[src/rtl/tc_mult_pkg.sv]
package tc_mult_pkg;

    typedef enum logic {
        MODE_UNSIGNED = 1'b0,
        MODE_SIGNED   = 1'b1
    } mult_mode_e;

    // True when exactly one index addresses a sign bit: such terms are complemented in signed mode
    function automatic bit is_mixed_sign(input int row, input int col, input int width);
        return (row == width - 1) != (col == width - 1);
    endfunction

endpackage

[src/rtl/tc_fa_cell.sv]
module tc_fa_cell (
    input  logic x_i,
    input  logic y_i,
    input  logic ci_i,
    output logic s_o,
    output logic co_o
);
    assign s_o  = x_i ^ y_i ^ ci_i;
    assign co_o = (x_i & y_i) | (ci_i & (x_i ^ y_i));
endmodule

[src/rtl/tc_pp_gen.sv]
module tc_pp_gen
    import tc_mult_pkg::*;
#(
    parameter int N = 8
) (
    input  logic           signed_i,
    input  logic [N-1:0]   a_i,
    input  logic [N-1:0]   b_i,
    output logic [N*N-1:0] pp_o     // row r occupies pp_o[r*N +: N], bit c has weight 2^(r+c)
);
    for (genvar r = 0; r < N; r++) begin : g_row
        for (genvar c = 0; c < N; c++) begin : g_col
            localparam bit MIXED = is_mixed_sign(r, c, N);
            if (MIXED) begin : g_flip
                assign pp_o[r*N + c] = (a_i[c] & b_i[r]) ^ signed_i;
            end else begin : g_keep
                assign pp_o[r*N + c] = a_i[c] & b_i[r];
            end
        end
    end
endmodule

[src/rtl/tc_row_adder.sv]
module tc_row_adder #(
    parameter int W = 8
) (
    input  logic [W-1:0] acc_i,
    input  logic [W-1:0] row_i,
    output logic [W:0]   sum_o
);
    logic [W:0] carry;

    // Zero carry-in: the first cell of every row absorbs a constant zero
    assign carry[0] = 1'b0;

    for (genvar k = 0; k < W; k++) begin : g_cell
        tc_fa_cell u_fa (
            .x_i  (acc_i[k]),
            .y_i  (row_i[k]),
            .ci_i (carry[k]),
            .s_o  (sum_o[k]),
            .co_o (carry[k+1])
        );
    end

    assign sum_o[W] = carry[W];
endmodule

[src/rtl/tc_array_mult.sv]
module tc_array_mult
    import tc_mult_pkg::*;
#(
    parameter int N       = 8,
    parameter bit OUT_REG = 1'b1
) (
    input  logic           clk,
    input  logic           rst_n,
    input  logic           mode_i,
    input  logic [N-1:0]   a_i,
    input  logic [N-1:0]   b_i,
    output logic [2*N-1:0] product_o
);
    localparam int PW = 2 * N;

    logic          is_signed;
    logic [N*N-1:0] pp;
    logic [PW-1:0] raw_sum;
    logic [PW-1:0] prod_c;

    assign is_signed = (mult_mode_e'(mode_i) == MODE_SIGNED);

    tc_pp_gen #(.N(N)) u_ppgen (
        .signed_i (is_signed),
        .a_i      (a_i),
        .b_i      (b_i),
        .pp_o     (pp)
    );

    // Running sum: stage i holds rows 0..i; upper unused bits are zero
    for (genvar i = 0; i < N; i++) begin : g_stage
        logic [PW-1:0] acc_s;
        if (i == 0) begin : g_seed
            // Row 0 plus the signed-mode constant at column N
            assign acc_s[N-1:0] = pp[N-1:0];
            assign acc_s[N]     = is_signed;
            assign acc_s[PW-1:N+1] = '0;
        end else begin : g_add
            logic [N:0] row_sum;
            tc_row_adder #(.W(N)) u_row (
                .acc_i (g_stage[i-1].acc_s[i+N-1:i]),
                .row_i (pp[i*N +: N]),
                .sum_o (row_sum)
            );
            assign acc_s[i-1:0]   = g_stage[i-1].acc_s[i-1:0];
            assign acc_s[i+N:i]   = row_sum;
            if (i + N + 1 <= PW - 1) begin : g_pad
                assign acc_s[PW-1:i+N+1] = '0;
            end
        end
    end

    assign raw_sum = g_stage[N-1].acc_s;
    // Signed mode: the top bit carries negative weight, realised by flipping it
    assign prod_c  = {raw_sum[PW-1] ^ is_signed, raw_sum[PW-2:0]};

    if (OUT_REG) begin : g_reg
        always_ff @(posedge clk or negedge rst_n) begin
            if (!rst_n) begin
                product_o <= '0;
            end else begin
                product_o <= prod_c;
            end
        end
    end else begin : g_comb
        assign product_o = prod_c;
    end
endmodule

[config.mk]
export PLATFORM = sky130hd
export DESIGN_NAME = tc_array_mult
export DESIGN_NICKNAME = d
export VERILOG_FILES = /design/src/rtl/tc_mult_pkg.sv /design/src/rtl/tc_fa_cell.sv /design/src/rtl/tc_pp_gen.sv /design/src/rtl/tc_row_adder.sv /design/src/rtl/tc_array_mult.sv
export SDC_FILE = /design/constraint.sdc
export NUM_CORES = 1
export LEC_CHECK = 0
export BUFFER_PORTS_ARGS = -buffer_cell sky130_fd_sc_hd__buf_2
export CORE_UTILIZATION = 25
export CTS_CLUSTER_SIZE = 40
export DETAILED_ROUTE_END_ITERATION = 10
export PLACE_DENSITY_LB_ADDON = 0.12
export SYNTH_ARGS = -nofsm -noshare
export SYNTH_HDL_FRONTEND = slang
export SYNTH_SLANG_ARGS = --single-unit
[constraint.sdc]
create_clock -name clk -period 0.8 [get_ports clk]
set_input_delay 0.08 -clock clk [delete_from_list [all_inputs] [get_ports clk]]
set_output_delay 0.08 -clock clk [all_outputs]
set_load 0.02 [all_outputs]
After elaboration in Yosys (flattened, before gate mapping)
Index checks and enable logic that the tools add are counted.
Widths: inputs -> output; s select.
Word-level totals
  input port bits: 19
  register bits: 16
  logic and storage cells: 339
  output and inout bits: 16
Cells by class
  bitwise logic cells: 338
Operator list (count)
  $and 1x1->1: 169
  $xor 1x1->1: 120
  $or 1x1->1: 49

Logic depth before layout (Yosys ltp)
  depth after elaboration: 41
  mapped depth: 37
  depth with buffers taken out: 37

By module
From an unflattened synthesis, not the netlist that was laid out.
Unflattened totals
  cell total of the unflattened synthesis: 168
  area total of the unflattened synthesis: 2133.3 um^2
Modules (own cells, without submodules)
  tc_fa_cell: cells an instance 1, times used 56, area an instance 20.0 um^2, seq. area each 0.0 um^2
  tc_pp_gen: cells an instance 81, times used 1, area an instance 524.3 um^2, seq. area each 0.0 um^2
  tc_array_mult: cells an instance 17, times used 1, area an instance 409.1 um^2, seq. area each 400.4 um^2
  tc_row_adder: cells an instance 2, times used 7, area an instance 11.3 um^2, seq. area each 0.0 um^2

Worst setup path before layout
Ideal clock, no wire load.
  kind: in2reg
  from: input port b_i[1]
  to: register product_o[15]
  cell stages on the path: 27
  required time: 0.678 ns
  setup time: 0.122 ns
  path buffers: 0
  arrival: 8.353 ns
  setup slack: -7.675 ns
  cell sequence: and2_2 > ha_1 > inv_1 > fa_1 > inv_1 > fa_1 > fa_1 > fa_1 > fa_1 > fa_1 > fa_1 > fa_1 > fa_1 > fa_1 > fa_1 > fa_1 > inv_1 > fa_1 > fa_1 > fa_1 > fa_1 > inv_1 > fa_1 > inv_1 > fa_1 > fa_1 > xnor2_1
Between the ends
  longest elaborated chain between the ends: 41
  elaborated cells on any way between the ends: 255
  those cells by class: 255 x bitwise
Ends and longest elaborated chain
  from (decl): line tc_array_mult.sv:11  | input logic [N-1:0] b_i,
  $and 1x1->1: line tc_pp_gen.sv:17  | assign pp_o[r*N + c] = a_i[c] & b_i[r];
  $and 1x1->1 or $xor 1x1->1 (tied branches): line tc_fa_cell.sv:9, tc_fa_cell.sv:8
  $and 1x1->1: line tc_fa_cell.sv:9  | assign co_o = (x_i & y_i) | (ci_i & (x_i ^ y_i));
  $or 1x1->1: line tc_fa_cell.sv:9
  $and 1x1->1 or $xor 1x1->1 (tied branches): line tc_fa_cell.sv:9, tc_fa_cell.sv:8
  $or 1x1->1 or $xor 1x1->1 (tied branches): line tc_fa_cell.sv:9, tc_fa_cell.sv:8
  $and 1x1->1 or $xor 1x1->1 (tied branches): line tc_fa_cell.sv:9, tc_fa_cell.sv:8
  $or 1x1->1 or $xor 1x1->1 (tied branches): line tc_fa_cell.sv:9, tc_fa_cell.sv:8
  [... 26 more ...]
  $and 1x1->1 or $xor 1x1->1 (tied branches): line tc_fa_cell.sv:9, tc_fa_cell.sv:8
  $or 1x1->1 or $xor 1x1->1 (tied branches): line tc_fa_cell.sv:9
  $and 1x1->1: line tc_fa_cell.sv:9
  $or 1x1->1: line tc_fa_cell.sv:9
  $and 1x1->1: line tc_fa_cell.sv:9
  $or 1x1->1 (*): line tc_fa_cell.sv:9
  $xor 1x1->1 (*): line tc_array_mult.sv:55  | assign prod_c = {raw_sum[PW-1] ^ is_signed, raw_sum[PW-2:0]};
  named net prod_c[15]: line tc_array_mult.sv:19  | logic [PW-1:0] prod_c;
  to (signal assigned): line tc_array_mult.sv:62  | product_o <= prod_c;
  to (decl): line tc_array_mult.sv:12  | output logic [2*N-1:0] product_o
Mark *: on every way through the listed nets, which the timed path passes. The rest lies on a longest branch.

Worst setup path in the final report
  from: input port b_i[0]
  to: register product_o[14]
Between the ends
  longest elaborated chain between the ends: 39
  elaborated cells on any way between the ends: 249
  those cells by class: 249 x bitwise
Ends and longest elaborated chain
  $and 1x1->1: line tc_pp_gen.sv:17
  $and 1x1->1 or $xor 1x1->1 (tied branches): line tc_fa_cell.sv:9, tc_fa_cell.sv:8
  $and 1x1->1: line tc_fa_cell.sv:9
  $or 1x1->1: line tc_fa_cell.sv:9
  $and 1x1->1 or $xor 1x1->1 (tied branches): line tc_fa_cell.sv:9, tc_fa_cell.sv:8
  $or 1x1->1 or $xor 1x1->1 (tied branches): line tc_fa_cell.sv:9, tc_fa_cell.sv:8
  $and 1x1->1 or $xor 1x1->1 (tied branches): line tc_fa_cell.sv:9, tc_fa_cell.sv:8
  $or 1x1->1 or $xor 1x1->1 (tied branches): line tc_fa_cell.sv:9, tc_fa_cell.sv:8
  [... 24 more ...]
  $and 1x1->1 or $xor 1x1->1 (tied branches): line tc_fa_cell.sv:9, tc_fa_cell.sv:8
  $or 1x1->1 or $xor 1x1->1 (tied branches): line tc_fa_cell.sv:9
  $and 1x1->1 or $xor 1x1->1 (tied branches): line tc_fa_cell.sv:9, tc_fa_cell.sv:8
  $or 1x1->1 or $xor 1x1->1 (tied branches): line tc_fa_cell.sv:9
  $and 1x1->1: line tc_fa_cell.sv:9
  $or 1x1->1: line tc_fa_cell.sv:9
  $xor 1x1->1 (*): line tc_fa_cell.sv:8  | assign s_o = x_i ^ y_i ^ ci_i;
  named net g_stage[7].g_add.u_row.g_cell[7].u_fa.s_o: line tc_fa_cell.sv:5  | output logic s_o,
Marks and branches as above.

==> metrics.txt <==
status=finished, violations left; failing checks=negative setup slack; Die X=94.1 µm; total global-route track usage=0.0970; total number of vias=1,360; critical path arrival=8.26 ns; Die Area=8850 µm²; biggest regs=product_o (16); Routed met2 length=2020 µm; TritonCTS clock tree=yes; Sink Count=16; max-slew violations=0; synthesized area=2120 µm²; setup ws final=-7.30 ns; hpwl dp=3390 µm; Synth Register Bits=16; root buf cell=clkbuf_8; RSZ-0062 raised after global routing=true; Biggest register=product_o; largest net degree at the start of global routing=17; Post-Route M1 WL=1560 µm; placed inst area=2610 µm²; initial antenna violation count=0; Ys Warns=0; Max H-tree Level=1; Min Clock Period, post-route=8.10 ns; final instance area=2890 µm²; area delta synth->final=36.4%; crit share post-route=10.1; Max Clock Freq=123 MHz; vias in the first global route=1,460; most frequent CP cell=fa_2; Reg area=400 µm²; Max transition margin=0.752; # IOs=35; 1st-iter DRT viols=15; Cell Rows=33; Bufs on Longest Clock Path=2; Synth Instances=199; final setup fails=30; gpl congestion=0.657; met3 wire length=105 µm; critical path's top delay family=adder cells; Avg Cell Area, Syn=10.7 µm²; Initial Util=0.258; Layout Nets=325; WL/cell=10.5 µm; max-cap violation count=0; Top Layer Used=met4; path type of the worst setup path=primary input to flop; worst hold path type=primary input to flop; syn_nets=273; final hold vios=0; required time worst endpoint=0.96 ns; residual DRC count=0; fillcell total=851; post-synthesis sequential area ratio=0.189; antenna cells=0; vias per inst=3.83; Power per Cell Area=4060 nW/µm²; multi-input logic area=1710 µm²; core region area=8220 µm²; worst-path maximum fanout=2; crit end category=flop; drt total wl=3740 µm; CP peak stage delay=0.58 ns; pre-CTS setup slack=-7.77 ns; share of post-route cells with drive strength above 1=0.540; die height=94.1 µm; startpoint types=primary input; Max VDD drop=0.00246 V; first-pass GRT wire length=6570 µm; leak pwr=1.27 nW; total global routing overflow=0; DRT antenna net count=0; clock buffer count from CTS=3; Yosys cell types=14; Pre-antenna DRT Iters=3; Bufs and invs on worst path=11; max reg flops=16; critical path's slowest cell=fa_1; PortBufs=34; clock-pin slew on the worst setup and hold paths=0.07 ns; Slew @ Worst Pin=0.372 ns
[per-layer routing]
metal,global-route usage,up-vias
met5,0,-
met4,0.0346,0
met3,0.0162,5
met2,0.178,23
met1,0.113,674
li1,-,658
[power by group]
| part | leakage, nW | internal [mW] | switching (mW) |
|---|---|---|---|
| clock | 0.0288 | 0.437 | 0.300 |
| sequential | 0.189 | 1.36 | 0.142 |
| combinational | 1.06 | 4.70 | 4.80 |
[cells in the mapped netlist]
master   count  area share
dfrtp_1     16        0.19
inv_1       44       0.078
mux2_4       1      0.0071
buf_4        1      0.0035
ha_1         7       0.041
nand2_1     30       0.053
and2_1      29       0.086
buf_6        1      0.0053
fa_1        48        0.45
and2_2       4       0.014
nand2_2      1      0.0030
xnor2_1     10       0.041
buf_2        2      0.0047
xor2_1       5       0.021
[final timing paths]
path	start	endpoint	slack, ns	depth (start not counted)
worst max-delay path	b_i[0]	product_o[14]$_DFF_PN0_	-7.30	32
min in group asynchronous	rst_n	product_o[8]$_DFF_PN0_	0.27	2
max in group asynchronous	rst_n	product_o[5]$_DFF_PN0_	0.26	2
worst min-delay path	b_i[1]	product_o[1]$_DFF_PN0_	0.17	3
[layout make-up]
class / count / share of cell area
Tap cell: 105 / 0.0454
Timing Repair Buffer: 51 / 0.150
Multi-Input combinational cell: 135 / 0.590
Sequential cell: 16 / 0.138
Inverter: 44 / 0.0571
Clock buffer: 4 / 0.0190
[stage by stage]
stage / cells / setup TNS (ns) / utilization / power [mW] / hold slack (ns)
finish: 355 / -66.39 / 0.352 / 11.7 / 0.175
global route: 355 / -68.57 / 0.352 / 13.6 / 0.178
CTS: 355 / -67.28 / 0.350 / 11.8 / 0.172
detailed placement: 349 / -71.82 / 0.318 / 10.1 / 0.0189
global placement: 349 / -71.59 / 0.318 / 10.1 / 0.0146
floorplan: 199 / -68.03 / - / 8.27 / -0.216
[placed cells by master (no fill, tap or decap), types with 2 or more instances in the layout]
master	synthesis	routed
fa_2	0	38
nand2_1	30	30
inv_2	0	29
and2_1	29	28
buf_6	1	18
buf_4	1	16
dfrtp_1	16	16
inv_1	44	15
buf_2	2	14
fa_1	48	10
xnor2_1	10	9
ha_4	0	6
xor2_1	5	5
clkbuf_8	0	4
and2_2	4	3
and2_4	0	2
buf_8	0	2
[cell families (layout without fill, tap and decap cells)]
logic type | Yosys count | after routing | share of synthesized area
simple gates | 64 | 64 | 0.156
xor+xnor | 15 | 15 | 0.0620
fa+ha+maj | 55 | 55 | 0.495
buf+inv | 48 | 99 | 0.0915
flops | 16 | 16 | 0.189
mux | 1 | 1 | 0.00708
[repair_timing]
item / 4_1_cts / 5_1_grt
setup endpoints to repair: 30 / 30
buffers inserted: 1 / 0
gates resized for setup: 53 / 9
pin swaps: 14 / 16
endpoints found under the hold margin: 16 / 0
hold buffers: 1 / 0
Power figures use the tool's default switching activity.
